## config.mk

```make
export PLATFORM = sky130hd
export DESIGN_NAME = smbus_recovery_responder
export DESIGN_NICKNAME = d
export VERILOG_FILES = /design/src/rtl/smbrec_pkg.sv /design/src/rtl/smbrec_line_sync.sv /design/src/rtl/smbrec_window.sv /design/src/rtl/smbrec_byte_engine.sv /design/src/rtl/smbrec_updater.sv /design/src/rtl/smbus_recovery_responder.sv
export SDC_FILE = /design/constraint.sdc
export NUM_CORES = 1
export LEC_CHECK = 0
export BUFFER_PORTS_ARGS = -buffer_cell sky130_fd_sc_hd__buf_2
export CAP_MARGIN = 40
export CORE_ASPECT_RATIO = 0.8
export CORE_UTILIZATION = 46
export DETAILED_ROUTE_END_ITERATION = 10
export GPL_ROUTABILITY_DRIVEN = 0
export MAX_ROUTING_LAYER = met4
export PLACE_DENSITY = 0.81
export SETUP_SLACK_MARGIN = 0.15
export SLEW_MARGIN = 20
export SYNTH_ARGS = -nofsm -noshare
export SYNTH_HDL_FRONTEND = slang
export SYNTH_SLANG_ARGS = --single-unit
```

## constraint.sdc

```tcl
create_clock -name clk -period 1.8 [get_ports clk]
set_input_delay 0.18 -clock clk [delete_from_list [all_inputs] [get_ports clk]]
set_output_delay 0.18 -clock clk [all_outputs]
set_load 0.01 [all_outputs]
```

## src/rtl/smbrec_pkg.sv

```systemverilog
// Shared types for the SMBus recovery responder.
package smbrec_pkg;
    // Protocol position of the byte engine.
    typedef enum logic [2:0] {
        ENG_IDLE,
        ENG_ADDR,
        ENG_CMD,
        ENG_DATA,
        ENG_DONE
    } eng_state_t;

    // Read-modify-write sequencer state.
    typedef enum logic [1:0] {
        UPD_IDLE,
        UPD_READ,
        UPD_WRITE
    } upd_state_t;
endpackage

```

## src/rtl/smbrec_line_sync.sv

```systemverilog
// Synchronises SCL/SDA into clk and flags clock edges, start and stop.
// Assumes SMBus phases last several clk cycles; an idle bus reads high.
module smbrec_line_sync #(
    parameter int STAGES = 2
) (
    input  logic clk,
    input  logic rst_n,
    input  logic scl_in,
    input  logic sda_in,
    output logic scl_rise,
    output logic scl_fall,
    output logic start_det,
    output logic stop_det
);
    logic [STAGES-1:0] scl_q;
    logic [STAGES-1:0] sda_q;
    logic              scl_d;
    logic              sda_d;
    logic              scl_s;
    logic              sda_s;

    assign scl_s = scl_q[STAGES-1];
    assign sda_s = sda_q[STAGES-1];

    // Synchroniser chains plus one delayed copy for edge detection.
    always_ff @(posedge clk) begin
        if (!rst_n) begin
            scl_q <= '1;
            sda_q <= '1;
            scl_d <= 1'b1;
            sda_d <= 1'b1;
        end else begin
            scl_q <= {scl_q[STAGES-2:0], scl_in};
            sda_q <= {sda_q[STAGES-2:0], sda_in};
            scl_d <= scl_s;
            sda_d <= sda_s;
        end
    end

    assign scl_rise  = scl_s & ~scl_d;
    assign scl_fall  = ~scl_s & scl_d;
    assign start_det = scl_s & scl_d & sda_d & ~sda_s;
    assign stop_det  = scl_s & scl_d & ~sda_d & sda_s;
endmodule

```

## src/rtl/smbrec_window.sv

```systemverilog
// Tracks the command window: opened by a link reset, closed for good once
// any function turns active. Assumes link_reset is synchronous to clk.
module smbrec_window #(
    parameter int NUM_FUNC = 2
) (
    input  logic                clk,
    input  logic                rst_n,
    input  logic                link_reset,
    input  logic [NUM_FUNC-1:0] func_active,
    output logic                win_open
);
    // Window flag: reset closes, link reset opens, any active function closes.
    always_ff @(posedge clk) begin
        if (!rst_n)
            win_open <= 1'b0;
        else if (link_reset)
            win_open <= 1'b1;
        else if (|func_active)
            win_open <= 1'b0;
    end

    assert_reopen_only_by_link_R5: assert property (@(posedge clk) disable iff (!rst_n)
        (!win_open && !link_reset) |=> !win_open);
    assert_open_on_link_R4: assert property (@(posedge clk) disable iff (!rst_n)
        link_reset |=> win_open);
endmodule

```

## src/rtl/smbrec_byte_engine.sv

```systemverilog
// SMBus target byte engine for a Write Data Byte transaction. Shifts bits
// on SCL rise, decides ACK/NAK after the eighth bit and holds SDA low for
// the ninth clock. Pulses cmd_go on a stop that ends a complete command.
// Assumes the master changes SDA only while SCL is low except at start/stop.
module smbrec_byte_engine
    import smbrec_pkg::*;
#(
    parameter logic [6:0] TARGET_ADDR = 7'h64,
    parameter logic [7:0] CMD_CODE    = 8'hC7,
    parameter logic [7:0] DATA_CODE   = 8'hAA
) (
    input  logic clk,
    input  logic rst_n,
    input  logic scl_rise,
    input  logic scl_fall,
    input  logic start_det,
    input  logic stop_det,
    input  logic sda_bit,
    input  logic accept,
    output logic pull_low,
    output logic eng_idle,
    output logic cmd_go
);
    localparam logic [7:0] ADDR_BYTE = {TARGET_ADDR, 1'b0};

    eng_state_t state;
    logic [3:0] bit_cnt;
    logic [7:0] shreg;
    logic       in_ack;
    logic [7:0] want;
    logic       byte_ok;

    // Expected byte for the current protocol position.
    always_comb begin
        case (state)
            ENG_ADDR: want = ADDR_BYTE;
            ENG_CMD:  want = CMD_CODE;
            default:  want = DATA_CODE;
        endcase
    end

    assign byte_ok  = accept && (shreg == want);
    assign eng_idle = (state == ENG_IDLE);

    // Protocol sequencing, bit shifting and ACK drive.
    always_ff @(posedge clk) begin
        if (!rst_n) begin
            state    <= ENG_IDLE;
            bit_cnt  <= '0;
            shreg    <= '0;
            in_ack   <= 1'b0;
            pull_low <= 1'b0;
            cmd_go   <= 1'b0;
        end else begin
            cmd_go <= 1'b0;
            if (start_det) begin
                state    <= ENG_ADDR;
                bit_cnt  <= '0;
                in_ack   <= 1'b0;
                pull_low <= 1'b0;
            end else if (stop_det) begin
                cmd_go   <= (state == ENG_DONE);
                state    <= ENG_IDLE;
                in_ack   <= 1'b0;
                pull_low <= 1'b0;
            end else if (state != ENG_IDLE && state != ENG_DONE) begin
                if (scl_rise && !in_ack && bit_cnt < 4'd8) begin
                    shreg   <= {shreg[6:0], sda_bit};
                    bit_cnt <= bit_cnt + 4'd1;
                end else if (scl_fall && in_ack) begin
                    pull_low <= 1'b0;
                    in_ack   <= 1'b0;
                    bit_cnt  <= '0;
                    case (state)
                        ENG_ADDR: state <= ENG_CMD;
                        ENG_CMD:  state <= ENG_DATA;
                        default:  state <= ENG_DONE;
                    endcase
                end else if (scl_fall && bit_cnt == 4'd8) begin
                    if (byte_ok) begin
                        pull_low <= 1'b1;
                        in_ack   <= 1'b1;
                    end else begin
                        state   <= ENG_IDLE;
                        bit_cnt <= '0;
                    end
                end
            end
        end
    end

    assert_ack_only_in_xact_R1: assert property (@(posedge clk) disable iff (!rst_n)
        pull_low |-> !eng_idle);
    assert_go_single_pulse_R7: assert property (@(posedge clk) disable iff (!rst_n)
        cmd_go |=> !cmd_go);
endmodule

```

## src/rtl/smbrec_updater.sv

```systemverilog
// Read-modify-write of the signature word: one read, then one write with
// the two top bits cleared. The request is held until the memory acknowledges.
module smbrec_updater
    import smbrec_pkg::*;
#(
    parameter int              MEM_AW   = 6,
    parameter int              MEM_DW   = 16,
    parameter logic [MEM_AW-1:0] SIG_WORD = 6'h12
) (
    input  logic              clk,
    input  logic              rst_n,
    input  logic              go,
    output logic              busy,
    output logic              mem_req,
    output logic              mem_we,
    output logic [MEM_AW-1:0] mem_addr,
    output logic [MEM_DW-1:0] mem_wdata,
    input  logic [MEM_DW-1:0] mem_rdata,
    input  logic              mem_ack
);
    localparam logic [MEM_DW-1:0] CLR_MASK = {2'b00, {(MEM_DW-2){1'b1}}};

    upd_state_t        state;
    logic [MEM_DW-1:0] held;

    // Sequencer: idle -> read -> write -> idle, each step on mem_ack.
    always_ff @(posedge clk) begin
        if (!rst_n) begin
            state <= UPD_IDLE;
            held  <= '0;
        end else begin
            case (state)
                UPD_IDLE:  if (go) state <= UPD_READ;
                UPD_READ:  if (mem_ack) begin
                               held  <= mem_rdata & CLR_MASK;
                               state <= UPD_WRITE;
                           end
                default:   if (mem_ack) state <= UPD_IDLE;
            endcase
        end
    end

    assign busy      = (state != UPD_IDLE);
    assign mem_req   = busy;
    assign mem_we    = (state == UPD_WRITE);
    assign mem_addr  = SIG_WORD;
    assign mem_wdata = held;

    assert_write_clears_top_R7: assert property (@(posedge clk) disable iff (!rst_n)
        (mem_req && mem_we) |-> (mem_wdata[MEM_DW-1 -: 2] == 2'b00));
    assert_req_held_R7: assert property (@(posedge clk) disable iff (!rst_n)
        (mem_req && !mem_ack) |=> mem_req);
    assert_read_before_write_R7: assert property (@(posedge clk) disable iff (!rst_n)
        $rose(mem_req) |-> !mem_we);
endmodule

```

## src/rtl/smbus_recovery_responder.sv

```systemverilog
// Top level: SMBus target that accepts the configuration-recovery command
// only inside the power window and then clears the signature bits in
// memory. Assumes an open-drain bus: sda_pull_low drives the line low.
module smbus_recovery_responder #(
    parameter int                NUM_FUNC    = 2,
    parameter int                MEM_AW      = 6,
    parameter int                MEM_DW      = 16,
    parameter logic [MEM_AW-1:0] SIG_WORD    = 6'h12,
    parameter logic [6:0]        TARGET_ADDR = 7'h64,
    parameter logic [7:0]        CMD_CODE    = 8'hC7,
    parameter logic [7:0]        DATA_CODE   = 8'hAA,
    parameter int                SYNC_STAGES = 2
) (
    input  logic                clk,
    input  logic                rst_n,
    input  logic                scl_in,
    input  logic                sda_in,
    output logic                sda_pull_low,
    input  logic                link_reset,
    input  logic [NUM_FUNC-1:0] func_active,
    output logic                clk_gate_req,
    output logic                mem_req,
    output logic                mem_we,
    output logic [MEM_AW-1:0]   mem_addr,
    output logic [MEM_DW-1:0]   mem_wdata,
    input  logic [MEM_DW-1:0]   mem_rdata,
    input  logic                mem_ack
);
    logic scl_rise, scl_fall, start_det, stop_det;
    logic win_open, eng_idle, cmd_go, upd_busy;

    smbrec_line_sync #(.STAGES(SYNC_STAGES)) u_sync (
        .clk(clk), .rst_n(rst_n), .scl_in(scl_in), .sda_in(sda_in),
        .scl_rise(scl_rise), .scl_fall(scl_fall),
        .start_det(start_det), .stop_det(stop_det)
    );

    smbrec_window #(.NUM_FUNC(NUM_FUNC)) u_win (
        .clk(clk), .rst_n(rst_n), .link_reset(link_reset),
        .func_active(func_active), .win_open(win_open)
    );

    smbrec_byte_engine #(
        .TARGET_ADDR(TARGET_ADDR), .CMD_CODE(CMD_CODE), .DATA_CODE(DATA_CODE)
    ) u_eng (
        .clk(clk), .rst_n(rst_n), .scl_rise(scl_rise), .scl_fall(scl_fall),
        .start_det(start_det), .stop_det(stop_det), .sda_bit(sda_in),
        .accept(win_open && !upd_busy), .pull_low(sda_pull_low),
        .eng_idle(eng_idle), .cmd_go(cmd_go)
    );

    smbrec_updater #(
        .MEM_AW(MEM_AW), .MEM_DW(MEM_DW), .SIG_WORD(SIG_WORD)
    ) u_upd (
        .clk(clk), .rst_n(rst_n), .go(cmd_go), .busy(upd_busy),
        .mem_req(mem_req), .mem_we(mem_we), .mem_addr(mem_addr),
        .mem_wdata(mem_wdata), .mem_rdata(mem_rdata), .mem_ack(mem_ack)
    );

    assign clk_gate_req = !win_open && eng_idle && !upd_busy;

    assert_no_ack_when_closed_R6: assert property (@(posedge clk) disable iff (!rst_n)
        $rose(sda_pull_low) |-> $past(win_open));
    assert_no_ack_while_busy_R8: assert property (@(posedge clk) disable iff (!rst_n)
        $rose(sda_pull_low) |-> !$past(upd_busy));
    assert_gate_quiet_R9: assert property (@(posedge clk) disable iff (!rst_n)
        clk_gate_req |-> (!sda_pull_low && !mem_req));
    assert_mem_target_R7: assert property (@(posedge clk) disable iff (!rst_n)
        mem_req |-> (mem_addr == SIG_WORD));
endmodule

```

==> flow_metrics.env <==
export IMPL_path_max_fanout=5
export IMPL_rows=19
export IMPL_io_pins=50
export IMPL_final_nets=285
export IMPL_start_util=0.500
export IMPL_setup_slack_ns=-0.00492
export IMPL_cp_start_kind="register"
export IMPL_p_per_area_nw_per_um2=734
export IMPL_p_leak_nw=0.966
export IMPL_ys_seq_elements=40
export IMPL_finalNonFillerCells=302
export IMPL_synth_area_um2=1780
export IMPL_layout_drive_gt1_share=0.285
export IMPL_grt_pass1_wl_um=6230
export IMPL_numCtsBuffers=5
export IMPL_yosysTopAreaCell="dfxtp_1"
export IMPL_place_inst=291
export IMPL_grt_overflow=0
export IMPL_drt_initial_drc_count=100
export IMPL_tns_ns=-0.00618
export IMPL_worstPathRequired_ns=2.02
export IMPL_drt_drc_violations_left=0
export IMPL_period_share=1.00
export IMPL_layout_common_cells="buf_2 (39), dfxtp_1 (38), nand2_1 (36)"
export IMPL_wire_per_inst_um=12.7
export IMPL_area_growth_pct=26.0
export IMPL_setup_viol=2
export IMPL_report_final_hold_viol_count=0
export IMPL_cts_buffer_depth=2
export IMPL_avgSynthCellArea_um2=8.52
export IMPL_insertion_delay_ns=0.29
export IMPL_synth_area_top_cells="dfxtp_1 (45%), nand2_1 (7.6%), a21oi_1 (6.2%)"
export IMPL_vias_per_cell=5.22
export IMPL_max_slew_margin_rel=0.655
export IMPL_status="complete, but fails checks"
export IMPL_max_vdd_ir_drop_v=0.000573
export IMPL_die_w_um=71.6
export IMPL_arrival_ns=2.03
export IMPL_skew_ns=0.00703
export IMPL_crit_type="register to register"
export IMPL_antenna_left=0
export IMPL_track_usage=0.203
export IMPL_period_needed_ns=1.80
export IMPL_crit_path_end_kind="register"
export IMPL_diodes=0
export IMPL_first_pass_iters=5
export IMPL_antenna_found_initial=0
export IMPL_finalMaxSlewViolations=0
export IMPL_first_global_vias=1369
export IMPL_die_y_um=57.7
export IMPL_dpl_hpwl_um=2550
export IMPL_yosys_warnings=0
export IMPL_utilization=0.629
export IMPL_grt_max_degree=27
export IMPL_worst_pin_slew_ns=0.512
export IMPL_pre_cts_ws_ns=-0.117
export IMPL_synth_cell_types=38
export IMPL_htreeDepth=2
export IMPL_cts_sinks=40
export IMPL_fmax_mhz=554
export IMPL_maxCapViolations=0
export IMPL_ys_seq_area_frac=0.449
export IMPL_design_die_area_um2=4130
export IMPL_fin_area_um2=2240
export IMPL_violations="negative setup slack"
export IMPL_cts_root_buffer="clkbuf_8"
export IMPL_core_area_um2=3570
export IMPL_port_buffers=39
export IMPL_clk_pin_slew_ns=0.08
export IMPL_final_common_cell="buf_2"
export IMPL_cts_tree="yes"
export IMPL_wl_um=3830
export IMPL_min_path_type="input port to register"
export IMPL_dpl_cell_area_um2=2070
export IMPL_grt_setup_unrepaired="true"
export IMPL_synthesis_instances=209
export IMPL_vias=1577
export IMPL_yosysTopAreaCellShare=0.449
## power by group
| part | switching [mW] | internal [mW] | total, mW |
|---|---|---|---|
| clock network | 0.301 | 0.355 | 0.656 |
| registers | 0.00704 | 0.892 | 0.899 |
| logic | 0.0496 | 0.0426 | 0.0923 |
## registers in the layout, indices dropped and copies added (netlist names)
signal / flops
u_upd.mem_wdata: 14
u_sync.scl_q: 2
u_sync.sda_q: 2
u_win.win_open: 1
u_sync.sda_d: 1
u_eng.bit_cnt: 4
u_eng.state: 3
u_eng.pull_low: 1
u_upd.state: 2
u_sync.scl_d: 1
u_eng.shreg: 8
u_eng.cmd_go: 1
## path summary, 6_finish.rpt
check,start,end,slack (ns),cells after the start
worst max register to register,u_eng.state[1]$_SDFFE_PP0P_,u_eng.state[1]$_SDFFE_PP0P_,-0.005,6
worst min-delay path,scl_in,u_sync.scl_q[0]$_SDFF_PN1_,0.07,2
worst min register to register,u_sync.scl_q[0]$_SDFF_PN1_,u_sync.scl_q[1]$_SDFF_PN1_,0.41,1
worst max-delay path,u_eng.state[1]$_SDFFE_PP0P_,u_eng.state[1]$_SDFFE_PP0P_,-0.005,6
## final cells by class
type,count,area [µm²]
Sequential cell,40,806
Clock inverter,1,5.00
Timing Repair Buffer,52,313
Fill cell,308,1320
Tap cell,42,52.6
Inverter,6,22.5
Clock buffer,7,97.6
Multi-Input combinational cell,154,948
## metal layers
metal  vias up  GRT usage  part of all wire
met5         -          -                 0
met4         0     0.0840             0.019
met3         7     0.0400             0.044
met2        46      0.316              0.46
met1       726      0.263              0.47
li1        798          -                 -
## critical path: stages (launching register included)
cell	delay, ns
dfxtp_2	0.35
xnor2_2	0.15
or4b_4	0.52
a2111oi_4	0.29
buf_4	0.19
o211ai_1	0.10
a21oi_1	0.14
## kinds of logic (layout without fill, tap and decap cells)
logic type / after synthesis / in the layout / synth area share
AO/OA/AOI/OAI: 42 / 42 / 0.153
XOR/XNOR: 3 / 3 / 0.0147
adder cells (fa/ha/maj): 2 / 2 / 0.0140
buffers and inverters: 21 / 66 / 0.0618
flip-flops: 40 / 40 / 0.449
multiplexers: 8 / 8 / 0.0449
other: 2 / 8 / 0.00422
AND/OR/NAND/NOR: 91 / 91 / 0.258
## repair_timing
item                       in CTS  in global routing
hold endpoints to repair        0                  0
hold buffers                    0                  0
pin swaps                       3                  1
gates resized for setup         6                  3
setup buffers                   2                  1
setup endpoints to repair       9                  9
## synth_stat cells
cell,count
or4b_4,1
o211a_1,1
nor4_1,1
nor3b_1,3
a31oi_1,2
conb_1,2
inv_1,4
nand3_1,3
and2_1,2
buf_4,8
xnor2_1,3
nor2_1,18
o31ai_1,1
or3_1,2
or4b_1,1
o21ai_1,1
or2_2,2
clkbuf_1,6
o211ai_1,1
a2111oi_4,1
a21oi_1,22
dfxtp_1,40
a21oi_2,1
a211oi_1,4
ha_1,2
a311oi_2,1
clkinv_1,2
nand2b_1,8
nand2_1,36
nor3_1,3
mux2i_1,8
nor2b_1,4
nand4b_1,5
and3b_1,1
o21ai_0,6
a31o_2,1
buf_2,1
nor4b_1,1
## metrics by stage
| stage | power (mW) | hold slack, ns |
|---|---|---|
| 6_report | 1.65 | 0.0718 |
| 3_3_place_gp | 1.00 | 0.369 |
| 4_1_cts | 1.66 | 0.0679 |
| 2_1_floorplan | 0.975 | 0.253 |
| 3_5_place_dp | 1.00 | 0.372 |
| 5_1_grt | 1.71 | 0.0767 |
No activity file was read; power rests on OpenSTA's default activity.
